File: src/rtl/video_timing_gen.sv
module video_timing_gen #(
  parameter int W = 12
) (
  input  logic         clk_i,
  input  logic         rst_ni,
  input  logic         glb_en_i,
  input  logic         gen_en_i,
  input  logic         soft_rst_i,
  input  logic         upd_req_i,
  input  logic [W-1:0] cfg_htotal_i,
  input  logic [W-1:0] cfg_hactive_i,
  input  logic [W-1:0] cfg_vtotal_i,
  input  logic [W-1:0] cfg_vactive_i,
  input  logic [W-1:0] cfg_hs_beg_i,
  input  logic [W-1:0] cfg_hs_fin_i,
  input  logic [W-1:0] cfg_vs_beg_line_i,
  input  logic [W-1:0] cfg_vs_beg_cyc_i,
  input  logic [W-1:0] cfg_vs_fin_line_i,
  input  logic [W-1:0] cfg_vs_fin_cyc_i,
  input  logic [W-1:0] cfg_vb_beg_cyc_i,
  input  logic [W-1:0] cfg_vb_fin_cyc_i,
  input  logic [W-1:0] cfg_fs_line_i,
  input  logic [W-1:0] cfg_fs_cyc_i,
  input  logic [6:0]   cfg_pol_i,
  input  logic [1:0]   cfg_fmt_i,
  input  logic [1:0]   cfg_cpar_i,
  output logic         hsync_o,
  output logic         vsync_o,
  output logic         hblank_o,
  output logic         vblank_o,
  output logic         video_o,
  output logic         chroma_o,
  output logic         field_o,
  output logic         fsync_o,
  output logic         ev_video_o,
  output logic         ev_vblank_o,
  output logic         rst_busy_o
);
  localparam logic [1:0] FMT_420 = 2'd3;

  logic [W-1:0] w_htot, w_hact, w_vtot, w_vact, w_hsb, w_hsf;
  logic [W-1:0] w_vsbl, w_vsbc, w_vsfl, w_vsfc, w_vbb, w_vbf, w_fsl, w_fsc;
  logic [6:0]   w_pol;
  logic [1:0]   w_fmt, w_cpar;

  logic [W-1:0] hcnt, vcnt;
  logic         sr_q, vs_q, vb_q, av_q;
  logic         run, last_h, last_v, load;
  logic         hs_int, vs_int, vb_int, av_int, hb_int, ch_int, in_h;

  assign run    = (glb_en_i | gen_en_i) & ~sr_q;
  assign last_h = hcnt == w_htot - 1'b1;
  assign last_v = vcnt == w_vtot - 1'b1;
  assign load   = upd_req_i & (~run | (last_h & last_v));

  always_ff @(posedge clk_i or negedge rst_ni) begin
    if (!rst_ni) begin
      w_htot <= '0; w_hact <= '0; w_vtot <= '0; w_vact <= '0;
      w_hsb  <= '0; w_hsf  <= '0; w_vsbl <= '0; w_vsbc <= '0;
      w_vsfl <= '0; w_vsfc <= '0; w_vbb  <= '0; w_vbf  <= '0;
      w_fsl  <= '0; w_fsc  <= '0; w_pol  <= '0; w_fmt  <= '0;
      w_cpar <= '0;
    end else if (load) begin
      w_htot <= cfg_htotal_i;      w_hact <= cfg_hactive_i;
      w_vtot <= cfg_vtotal_i;      w_vact <= cfg_vactive_i;
      w_hsb  <= cfg_hs_beg_i;      w_hsf  <= cfg_hs_fin_i;
      w_vsbl <= cfg_vs_beg_line_i; w_vsbc <= cfg_vs_beg_cyc_i;
      w_vsfl <= cfg_vs_fin_line_i; w_vsfc <= cfg_vs_fin_cyc_i;
      w_vbb  <= cfg_vb_beg_cyc_i;  w_vbf  <= cfg_vb_fin_cyc_i;
      w_fsl  <= cfg_fs_line_i;     w_fsc  <= cfg_fs_cyc_i;
      w_pol  <= cfg_pol_i;         w_fmt  <= cfg_fmt_i;
      w_cpar <= cfg_cpar_i;
    end
  end

  always_ff @(posedge clk_i or negedge rst_ni) begin
    if (!rst_ni) begin
      hcnt <= '0;
      vcnt <= '0;
    end else if (!run) begin
      hcnt <= '0;
      vcnt <= '0;
    end else if (last_h) begin
      hcnt <= '0;
      vcnt <= last_v ? '0 : vcnt + 1'b1;
    end else begin
      hcnt <= hcnt + 1'b1;
    end
  end

  always_ff @(posedge clk_i or negedge rst_ni) begin
    if (!rst_ni) begin
      sr_q <= 1'b0;
      vs_q <= 1'b0;
      vb_q <= 1'b0;
      av_q <= 1'b0;
    end else begin
      sr_q <= soft_rst_i;
      vs_q <= vs_int;
      vb_q <= vb_int;
      av_q <= av_int;
    end
  end

  assign in_h   = hcnt < w_hact;
  assign hs_int = run & (hcnt >= w_hsb) & (hcnt < w_hsf);
  assign av_int = run & in_h & (vcnt < w_vact);
  assign hb_int = run & ~in_h;

  assign vs_int = run & ((vcnt == w_vsbl && hcnt == w_vsbc) |
                         (vs_q & ~(vcnt == w_vsfl && hcnt == w_vsfc)));
  assign vb_int = run & ((vcnt == w_vact && hcnt == w_vbb) |
                         (vb_q & ~(vcnt == '0 && hcnt == w_vbf)));

  assign ch_int = av_int & ((w_fmt != FMT_420) |
                  ((vcnt[0] == w_cpar[0]) & (~w_cpar[1] | ~hcnt[0])));

  assign hsync_o  = hs_int ~^ w_pol[0];
  assign vsync_o  = vs_int ~^ w_pol[1];
  assign hblank_o = hb_int ~^ w_pol[2];
  assign vblank_o = vb_int ~^ w_pol[3];
  assign video_o  = av_int ~^ w_pol[4];
  assign chroma_o = ch_int ~^ w_pol[5];
  assign field_o  = w_pol[6];

  assign fsync_o     = run & (vcnt == w_fsl) & (hcnt == w_fsc);
  assign ev_video_o  = av_int & ~av_q;
  assign ev_vblank_o = vb_int & ~vb_q;
  assign rst_busy_o  = sr_q;
endmodule


File: config.mk
export PLATFORM = sky130hd
export DESIGN_NAME = video_timing_gen
export DESIGN_NICKNAME = d
export VERILOG_FILES = /design/src/rtl/video_timing_gen.sv
export SDC_FILE = /design/constraint.sdc
export NUM_CORES = 1
export LEC_CHECK = 0
export BUFFER_PORTS_ARGS = -buffer_cell sky130_fd_sc_hd__buf_4
export CORE_UTILIZATION = 60
export DETAILED_ROUTE_END_ITERATION = 12
export PLACE_DENSITY = 0.82
export REMOVE_ABC_BUFFERS = 1
export SLEW_MARGIN = 20
export SYNTH_ARGS = -nofsm -noshare
export SYNTH_HDL_FRONTEND = slang
export SYNTH_SLANG_ARGS = --single-unit
File: constraint.sdc
create_clock -name clk_i -period 8.9 [get_ports clk_i]
set_input_delay 0.89 -clock clk_i [delete_from_list [all_inputs] [get_ports clk_i]]
set_output_delay 0.89 -clock clk_i [all_outputs]
set_load 0.05 [all_outputs]
Word level (Yosys, flattened, before mapping)
Cells that the tools add are included.
{"block": "totals", "wordCells": 94, "out_inout_bits": 11, "register_bits": 207, "in_bits": 185}
{"block": "classes", "add_sub_neg": 4, "eq_ne": 14, "bitwise_logic": 39, "n_reduce_logical": 5, "mux": 5, "n_lt_le_gt_ge": 4}
{"cell": "$eq A12 B12 Y1", "n": 11}
{"cell": "$mux W12", "n": 5}
{"cell": "$lt A12 B12 Y1", "n": 3}
{"cell": "$add A12 B1 Y12 const B", "n": 2}
{"cell": "$sub A12 B1 Y12 const B", "n": 2}
{"cell": "$and A1 B1 Y1", "n": 18}
{"cell": "$ge A12 B12 Y1", "n": 1}
{"cell": "$logic_not A12 Y1", "n": 1}
{"cell": "$not A1 Y1", "n": 9}
{"cell": "$or A1 B1 Y1", "n": 6}
{"cell": "$xnor A1 B1 Y1", "n": 6}
{"cell": "$logic_and A1 B1 Y1", "n": 4}
{"cell": "$ne A2 B1 Y1 const B", "n": 1}
{"cell": "$ne A2 B2 Y1 const B", "n": 1}
{"cell": "$eq A1 B1 Y1", "n": 1}

Longest topological paths before layout
Gate-level depths: netlist (run 1).
{"block": "depth", "ltp_word": 7, "depth_mapped": 12, "depth_no_buf": 10}

Worst setup path before layout (run 1)
Ideal clock, no wire load.
{"block": "synth_timing", "path_type": "input-to-output", "start": "input port gen_en_i", "end": "output port fsync_o", "path_slack_ps": 4888, "arrival_ps": 3122, "required_ps": 8010, "path_buffers": 1, "path_stages": 5, "path_cell_list": "nor2_1 nor2_1 clkbuf_1 nand4_1 nor4_1"}
{"block": "synth_via", "elab_chain_cells": 4}
{"element": "from (decl)", "line_no": "7", "rtl": "input logic gen_en_i,"}
{"element": "$or A1 B1 Y1", "line_no": "51", "rtl": "assign run = (glb_en_i | gen_en_i) & ~sr_q;"}
{"element": "$and A1 B1 Y1", "line_no": "51"}
{"element": "$and A1 B1 Y1 (2 in a row)", "line_no": "126", "rtl": "assign fsync_o = run & (vcnt == w_fsl) & (hcnt == w_fsc);"}
{"element": "to (decl)", "line_no": "34", "rtl": "output logic fsync_o,"}
Every way passes these cells.

Final worst setup path (run 1)
{"block": "layout_timing", "start": "register w_vtot[3]", "end": "register w_pol[6]"}
{"block": "layout_via", "elab_chain_cells": 5}
{"element": "from (decl)", "line_no": "41", "rtl": "logic [W-1:0] w_htot, w_hact, w_vtot, w_vact, w_hsb, w_hsf;"}
{"element": "from (signal assigned)", "line_no": "65", "rtl": "w_vtot <= cfg_vtotal_i; w_vact <= cfg_vactive_i;"}
{"element": "$sub A12 B1 Y12", "line_no": "53", "rtl": "assign last_v = vcnt == w_vtot - 1'b1;"}
{"element": "$eq A12 B12 Y1", "line_no": "53"}
{"element": "$and A1 B1 Y1", "line_no": "54", "rtl": "assign load = upd_req_i & (~run | (last_h & last_v));"}
{"element": "$or A1 B1 Y1", "line_no": "54"}
{"element": "$and A1 B1 Y1", "line_no": "54"}
{"element": "to (signal assigned)", "line_no": "71", "rtl": "w_pol <= cfg_pol_i; w_fmt <= cfg_fmt_i;"}
{"element": "to (decl)", "line_no": "43", "rtl": "logic [6:0] w_pol;"}
Every way passes these cells.
A chain may end at the register's enable or synchronous reset.

==> summary.md, run 1 <==
| Metric | Value |
|---|---|
| Bufs on Longest Clock Path | 3 |
| Top cells by count, synth | dfrtp_1 (207), mux2_4 (110), xor2_1 (74), mux2_2 (69), xnor2_1 (68) |
| Sequential group share of total power | between 40% and 50% |
| Clk pwr share | 33.7% |
| ANT cells | 0 |
| Hold WS | just under 0.5 ns |
| Place WS | roughly 4.0 ns |
| FF-to-FF setup slack | roughly 4 ns |
| Nets | around 1.4k |
| Fin. max-slew vios | 0 |
| Layout cells sized above 1 | a little over a third |
| Mapped cell area | about 12000 um^2 |
| Clock Sinks | around 210 |
| Post-CTS Setup Bufs | 0 |
| RePlAce Congestion | around 0.85 |
| Die area | between 20000 and 25000 um^2 |
| Top FF cell, synth | dfrtp_1 |
| Global route overflow | 0 |
| Final ANT Viol Nets | 0 |
| Max Cap Viol | 0 |
| Largest net degree at the start of global routing | roughly 120 |
| Worst setup margin | about 4 ns |
| Top-count cell post-synth | dfrtp_1 |
| WP data arrival | ~5.3 ns |
| Setup violations, final | 0 |
| Worst relative slew slack | between 30 and 40% |
| Post-CTS Hold Fix Bufs | 0 |
| Seq. cell area | 5180 um^2 |
| P per Cell Area | between 150 and 200 nW/um^2 |
| Post_cts resized | 0 |
| Lkg Pwr | between 6 and 7 nW |
| Multi-input combinational cell area | 6100 um^2 |
| Worst EP required | a little over 9 ns |
| Drt initial violations | 493 |
| FFs w/ async S/R, synth | 100% |
| Ys Warns | 0 |
| HPWL after DPL | around 19000 um |
| Switching Fraction | between 20% and 30% |
| Fmax | a little over 200 MHz |
| Final Skew | 0.0139 ns |
| Post-synthesis sequential area ratio | a little over two fifths |
| Largest area contributor in the netlist | dfrtp_1 |
| Net switching power | 692 uW |
| Netlist cell types | 57 |
| TritonCTS clock tree | built |
| DR vias | between 8k and 9k |
| CTS HTree Levels | 1 |
| Critical Path Fanout Max | 80 |
| Vias in the first global route | approximately 8.4k |
| Slew @ Worst Pin | ~0.99 ns |
| Final setup TNS | 0 ns |
| Gr usage total | approximately 29% |
| Cell Int Power | 1.87 mW |
| Crit path time final | around 4.9 ns |
| Status | complete, no violations |
| Synth Register Bits | between 200 and 250 |
| Initial Util | a little over 60% |
| Die Y | 142 um |
| Num rows | 50 |
| Worst-Skew Late Latency | a little over 0.5 ns |
| # IOs | 196 |
| RSZ-0062 raised after global routing | false |
| Vias per cell | between 5 and 6 |
| Synthesis-to-layout area growth | 18.8% |
| Port bufs | 195 |
| Core Box Area | 19000 um^2 |
| Maximum VDD drop | 0.129 mV |
| Hold Fails Final Rpt | 0 |
| DIE WIDTH | between 100 and 150 um |
| First-pass GRT wire length | 44400 um |
| Drt pass-1 iters | 7 |
| Final worst path period share | a little over half |
| Critical setup path kind | flip-flop to flip-flop |
| Startpoint types | flip-flop |
| DRC | 0 |
| Synth area leaders | dfrtp_1 (44%), mux2_4 (14%), mux2_2 (6.6%), xor2_1 (5.5%), ha_1 (5.4%) |
| CTS Root Cell | clkbuf_16 |
| Clk slew on worst S/H paths | ~0.06 ns |
| Logic gate share of total power | 20.7% |
| FILL cells | 1358 |
| Final wirelength | about 28000 um |
| Post-synth EDFFs | 0 |
| Class of the worst hold path | primary input to asynchronous set/reset pin |
| Synthesized instance count | between 900 and 1k |
| TritonCTS Buffers | 23 |
| Avg Inst Size Synth | roughly 12 um^2 |
| Top-area cell type share of the netlist area | roughly 44% |
| Crit path capture type | flip-flop |
| Initial antenna violation count | 0 |
| Drt wl/cell | slightly below 20 um |
[logic make-up after synthesis]
kind of cell               synth area share [%]
and+or+nand+nor                            10.0
DFF                                        43.9
muxes                                      20.7
adders and majority gates                  5.41
AOI/OAI and AO/OA                          4.90
xor gates and xnor gates                   10.5
buffers and inverters                      4.59
[state kept, by name (all words and copies together), names as in the netlist, 12 cells and up]
signal  count
hcnt       12
vcnt       12
w_fsc      12
w_fsl      12
w_hact     12
w_hsb      12
w_hsf      12
w_htot     12
w_vact     12
w_vbb      12
w_vbf      12
w_vsbc     12
w_vsbl     12
w_vsfc     12
w_vsfl     12
w_vtot     12
[layer usage]
layer / track usage [%] / routed length [um]
met5: 0 / 0
met2: 47.1 / 13500
met4: 10.4 / 897
met3: 4.85 / 1750
met1: 38.0 / 12100
[critical path, cell delays in order, from the launching register on]
cell and delay, ns:
dfrtp_1 0.48, or4_4 0.61, nor4_1 0.26, nor4b_2 0.09, a311oi_2 0.37, a2111oi_2 0.09, a21o_1 0.25, nand2_8 0.59
buf_4 0.76, buf_4 0.74, mux2_2 0.41
[power groups by stage]
| stage | registers, mW | clock network (mW) | logic, mW |
|---|---|---|---|
| after floorplan | 1.16 | 0 | 0.389 |
| after global placement | 1.17 | 0 | 0.515 |
| after detailed placement | 1.18 | 0 | 0.528 |
| after CTS | 1.17 | 0.879 | 0.534 |
| after global routing | 1.18 | 0.919 | 0.578 |
| final | 1.17 | 0.864 | 0.531 |
[cells in the final DEF, fill, tap and decap left out, types with 3 or more instances in the layout]
cell type,count
a21oi_1,15
clkbuf_1,7
and3_1,17
nand2_1,22
mux2_4,110
nor4_1,30
a211oi_1,3
nand2b_1,12
nand4_1,24
nor2b_1,5
inv_1,57
o31ai_1,4
or4_1,4
clkbuf_8,4
nor2_1,33
o21ai_0,26
o21a_1,3
xor2_1,74
mux2_2,69
buf_4,202
o211ai_1,4
a21o_1,15
clkbuf_16,23
nor3_1,12
nor4b_1,5
nand3_1,28
dfrtp_1,207
xnor2_1,68
ha_1,51
[stage by stage]
stage	instance area [um^2]	total power, mW	util, %	std cells
2_1_floorplan	11500	1.54	-	933
3_3_place_gp	13400	1.69	70.2	1397
3_5_place_dp	13400	1.71	70.2	1397
4_1_cts	14000	2.58	73.7	1434
5_1_grt	14000	2.68	73.8	1434
6_report	14000	2.56	73.8	1434
[layout make-up]
cell class                      count  area share, %
Clock buffer                       33           4.58
Clock inverter                      4          0.187
Inverter                           57           1.53
Multi-Input combinational cell    669           43.5
Sequential cell                   207           36.9
Tap cell                          260           2.32
Timing Repair Buffer              204           11.0
[final timing paths]
path / start / end / cells past startpoint
max in group asynchronous: rst_ni / w_vtot[10]$_DFFE_PN0P_ / 2
worst min register to register: w_fmt[1]$_DFFE_PN0P_ / w_fmt[1]$_DFFE_PN0P_ / 1
min in group clk_i: soft_rst_i / rst_busy_o$_DFF_PN0_ / 1
worst max register to register: w_vtot[3]$_DFFE_PN0P_ / w_pol[6]$_DFFE_PN0P_ / 10
worst min-delay path: rst_ni / w_hsf[5]$_DFFE_PN0P_ / 1
worst max-delay path: w_vtot[3]$_DFFE_PN0P_ / w_pol[6]$_DFFE_PN0P_ / 10
(Power assumes the default switching activity.)
==> inputs of run 2 (changes only) <==
Settings changed: CORE_UTILIZATION 60 to 57, PLACE_DENSITY 0.82 to 0.79.
Clock period 8.9 ns to 4.8 ns, I/O delays scaled along.
==> run 2 against run 1 <==
  * Total power up 92%
  * Die area grew 5.2%
  * First-iteration DRC count is 9.1% lower
  * Critical endpoint is now chroma_o
  * Design area increased by 1.5%
  * Utilization shrank 3.6 points
  * Largest cell class unchanged
==> summary.md, run 2 (synthesis results as in run 1) <==
| Metric | Value |
|---|---|
| Most frequent CP cell | o21a_1 |
| Worst setup margin | about 0.66 ns |
| Vias per cell | about 5.6 |
| Commonest non-fill, non-tap cells in the layout | buf_4 (211), dfrtp_1 (207), mux2_4 (110), xor2_1 (74), mux2_2 (69) |
| DR vias | 8173 |
| Max Cap Viol | 0 |
| Post-CTS Hold Fix Bufs | 0 |
| RR Endpoint | w_hact[8]$_DFFE_PN0P_ |
| First-pass GRT wire length | 44500 um |
| Setup violations, final | 0 |
| RePlAce Congestion | between 0.8 and 0.9 |
| Initial antenna violation count | 0 |
| TritonCTS clock tree | built |
| Die Y | between 100 and 150 um |
| Maximum VDD drop | approximately 0.23 mV |
| Bufs on Longest Clock Path | 3 |
| CTS HTree Levels | 1 |
| Port bufs | approximately 200 |
| Core Box Area | 20300 um^2 |
| Hold Fails Final Rpt | 0 |
| Startpoint types | flip-flop |
| Slew @ Worst Pin | between 0.9 and 1 ns |
| FF-to-FF setup slack | 0.93 ns |
| Crit path cell chain | ha_1 > o21a_1 > o21a_1 > o21ai_0 > a21oi_1 > a2111oi_0 > o211ai_1 > xor2_1 > buf_4 |
| Num rows | 52 |
| # IOs | around 200 |
| Worst-Skew Late Latency | 0.52 ns |
| Final ANT Viol Nets | 0 |
| Critical Path Fanout Max | 14 |
| Drt pass-1 iters | 6 |
| Post-CTS Setup Bufs | 0 |
| Clk slew on worst S/H paths | ~0.060 ns |
| DRC | 0 |
| Die area | about 21000 um^2 |
| Placed cells | 1417 |
| Final wirelength | 28000 um |
| Overall power | 4.93 mW |
| Most common cell after layout, fill and taps aside | buf_4 |
| Clock Sinks | between 200 and 250 |
| Gr usage total | a little over a quarter |
| TritonCTS Buffers | 23 |
| ANT cells | 0 |
| Nets | about 1.4k |
| Place WS | slightly above 0.9 ns |
| WP data arrival | 3.66 ns |
| Reg2reg start | w_htot[3]$_DFFE_PN0P_ |
| Vias in the first global route | 8354 |
| Drt wl/cell | ~19 um |
| Worst EP required | about 4.3 ns |
| P per Cell Area | approximately 350 nW/um^2 |
| RSZ-0062 raised after global routing | false |
| Final cell count without fillers | 1459 |
| Initial Util | 58.2% |
| Final Skew | around 0.012 ns |
| Lkg Pwr | ~7.0 nW |
| Fmax | about 240 MHz |
| Largest net degree at the start of global routing | around 110 |
| Crit path capture type | output port |
| Status | complete, no violations |
| Drt initial violations | roughly 450 |
| Worst relative slew slack | 38.4% |
| HPWL after DPL | ~20000 um |
| Critical setup path kind | flip-flop to output port |
| DIE WIDTH | roughly 150 um |
| Crit path max-delay cell type | a2111oi_0 |
| FILL cells | 1484 |
| Class of the worst hold path | primary input to asynchronous set/reset pin |
| Final worst path period share | between 80% and 90% |
| Layout cells sized above 1 | 37.4% |
| Largest stage delay on the critical path | slightly above 0.8 ns |
| Fin. max-slew vios | 0 |
| Synthesis-to-layout area growth | 20.6% |
| CTS Root Cell | clkbuf_16 |
| Post_cts resized | 0 |
| Crit path time final | 4.14 ns |
| R2R depth | 9 |
| Global route overflow | 0 |
-- run 2: changes by cell type in the layout (fill, tap and decap cells not counted), sizes merged --
cell / delta
bufinv: +2
buf: +10
clkinv: +6
clkbuf: -4
clkinvlp: +1
-- run 2: metal layers --
layer | track usage, % | wire [um]
met3 | 3.45 | 1220
met4 | 8.37 | 769
met2 | 44.9 | 13500
met5 | 0 | 0
met1 | 35.9 | 12500
-- run 2: critical path, delay by kind of cell (launching register included) --
kind	cells	cell delay [ns]
AO/OA/AOI/OAI	6	1.56
XOR/XNOR	1	0.19
adder cells (fa/ha/maj)	1	0.38
buffers and inverters	1	0.21
flip-flops	1	0.79
-- run 2: stage by stage --
step / util, % / setup TNS (ns) / hold slack [ns] / instance area [um^2]
6_report: 70.1 / 0 / 0.0358 / 14200
5_1_grt: 70.1 / 0 / 0.0723 / 14200
4_1_cts: 70.1 / 0 / 0.0645 / 14200
3_5_place_dp: 66.3 / 0 / 0.494 / 13500
3_3_place_gp: 66.3 / 0 / 0.488 / 13500
2_1_floorplan: - / -110.35 / 0.184 / 11500
-- run 2: worst max-delay path by stage --
stage | from | endpoint | slack [ns] | cells after the start
3_5_place_dp | w_htot[3]$_DFFE_PN0P_ | w_hact[0]$_DFFE_PN0P_ | 0.93 | 9
6_report | vcnt[2]$_DFFE_PN0P_ | chroma_o | 0.66 | 9
5_1_grt | vcnt[0]$_DFFE_PN0P_ | ev_video_o | 0.57 | 11
3_3_place_gp | w_htot[3]$_DFFE_PN0P_ | w_htot[0]$_DFFE_PN0P_ | 0.92 | 9
4_1_cts | vcnt[0]$_DFFE_PN0P_ | chroma_o | 0.68 | 11
2_1_floorplan | w_htot[3]$_DFFE_PN0P_ | w_cpar[1]$_DFFE_PN0P_ | -0.63 | 8
-- run 2: power breakdown --
group	internal, mW	total (mW)	switching, mW
sequential	1.97	2.17	0.192
clock	1.06	1.78	0.718
combinational	0.572	0.978	0.406
-- run 2: area by class of cell --
cell class	count	area [um^2]	share of cell area, %
well taps	270	338	2.37
flip-flops and latches	207	5180	36.4
multi-input cells	669	6100	42.8
inverters	57	214	1.50
repair buffers	214	1640	11.5
clock inverters	13	124	0.870
clock buffers	29	648	4.55
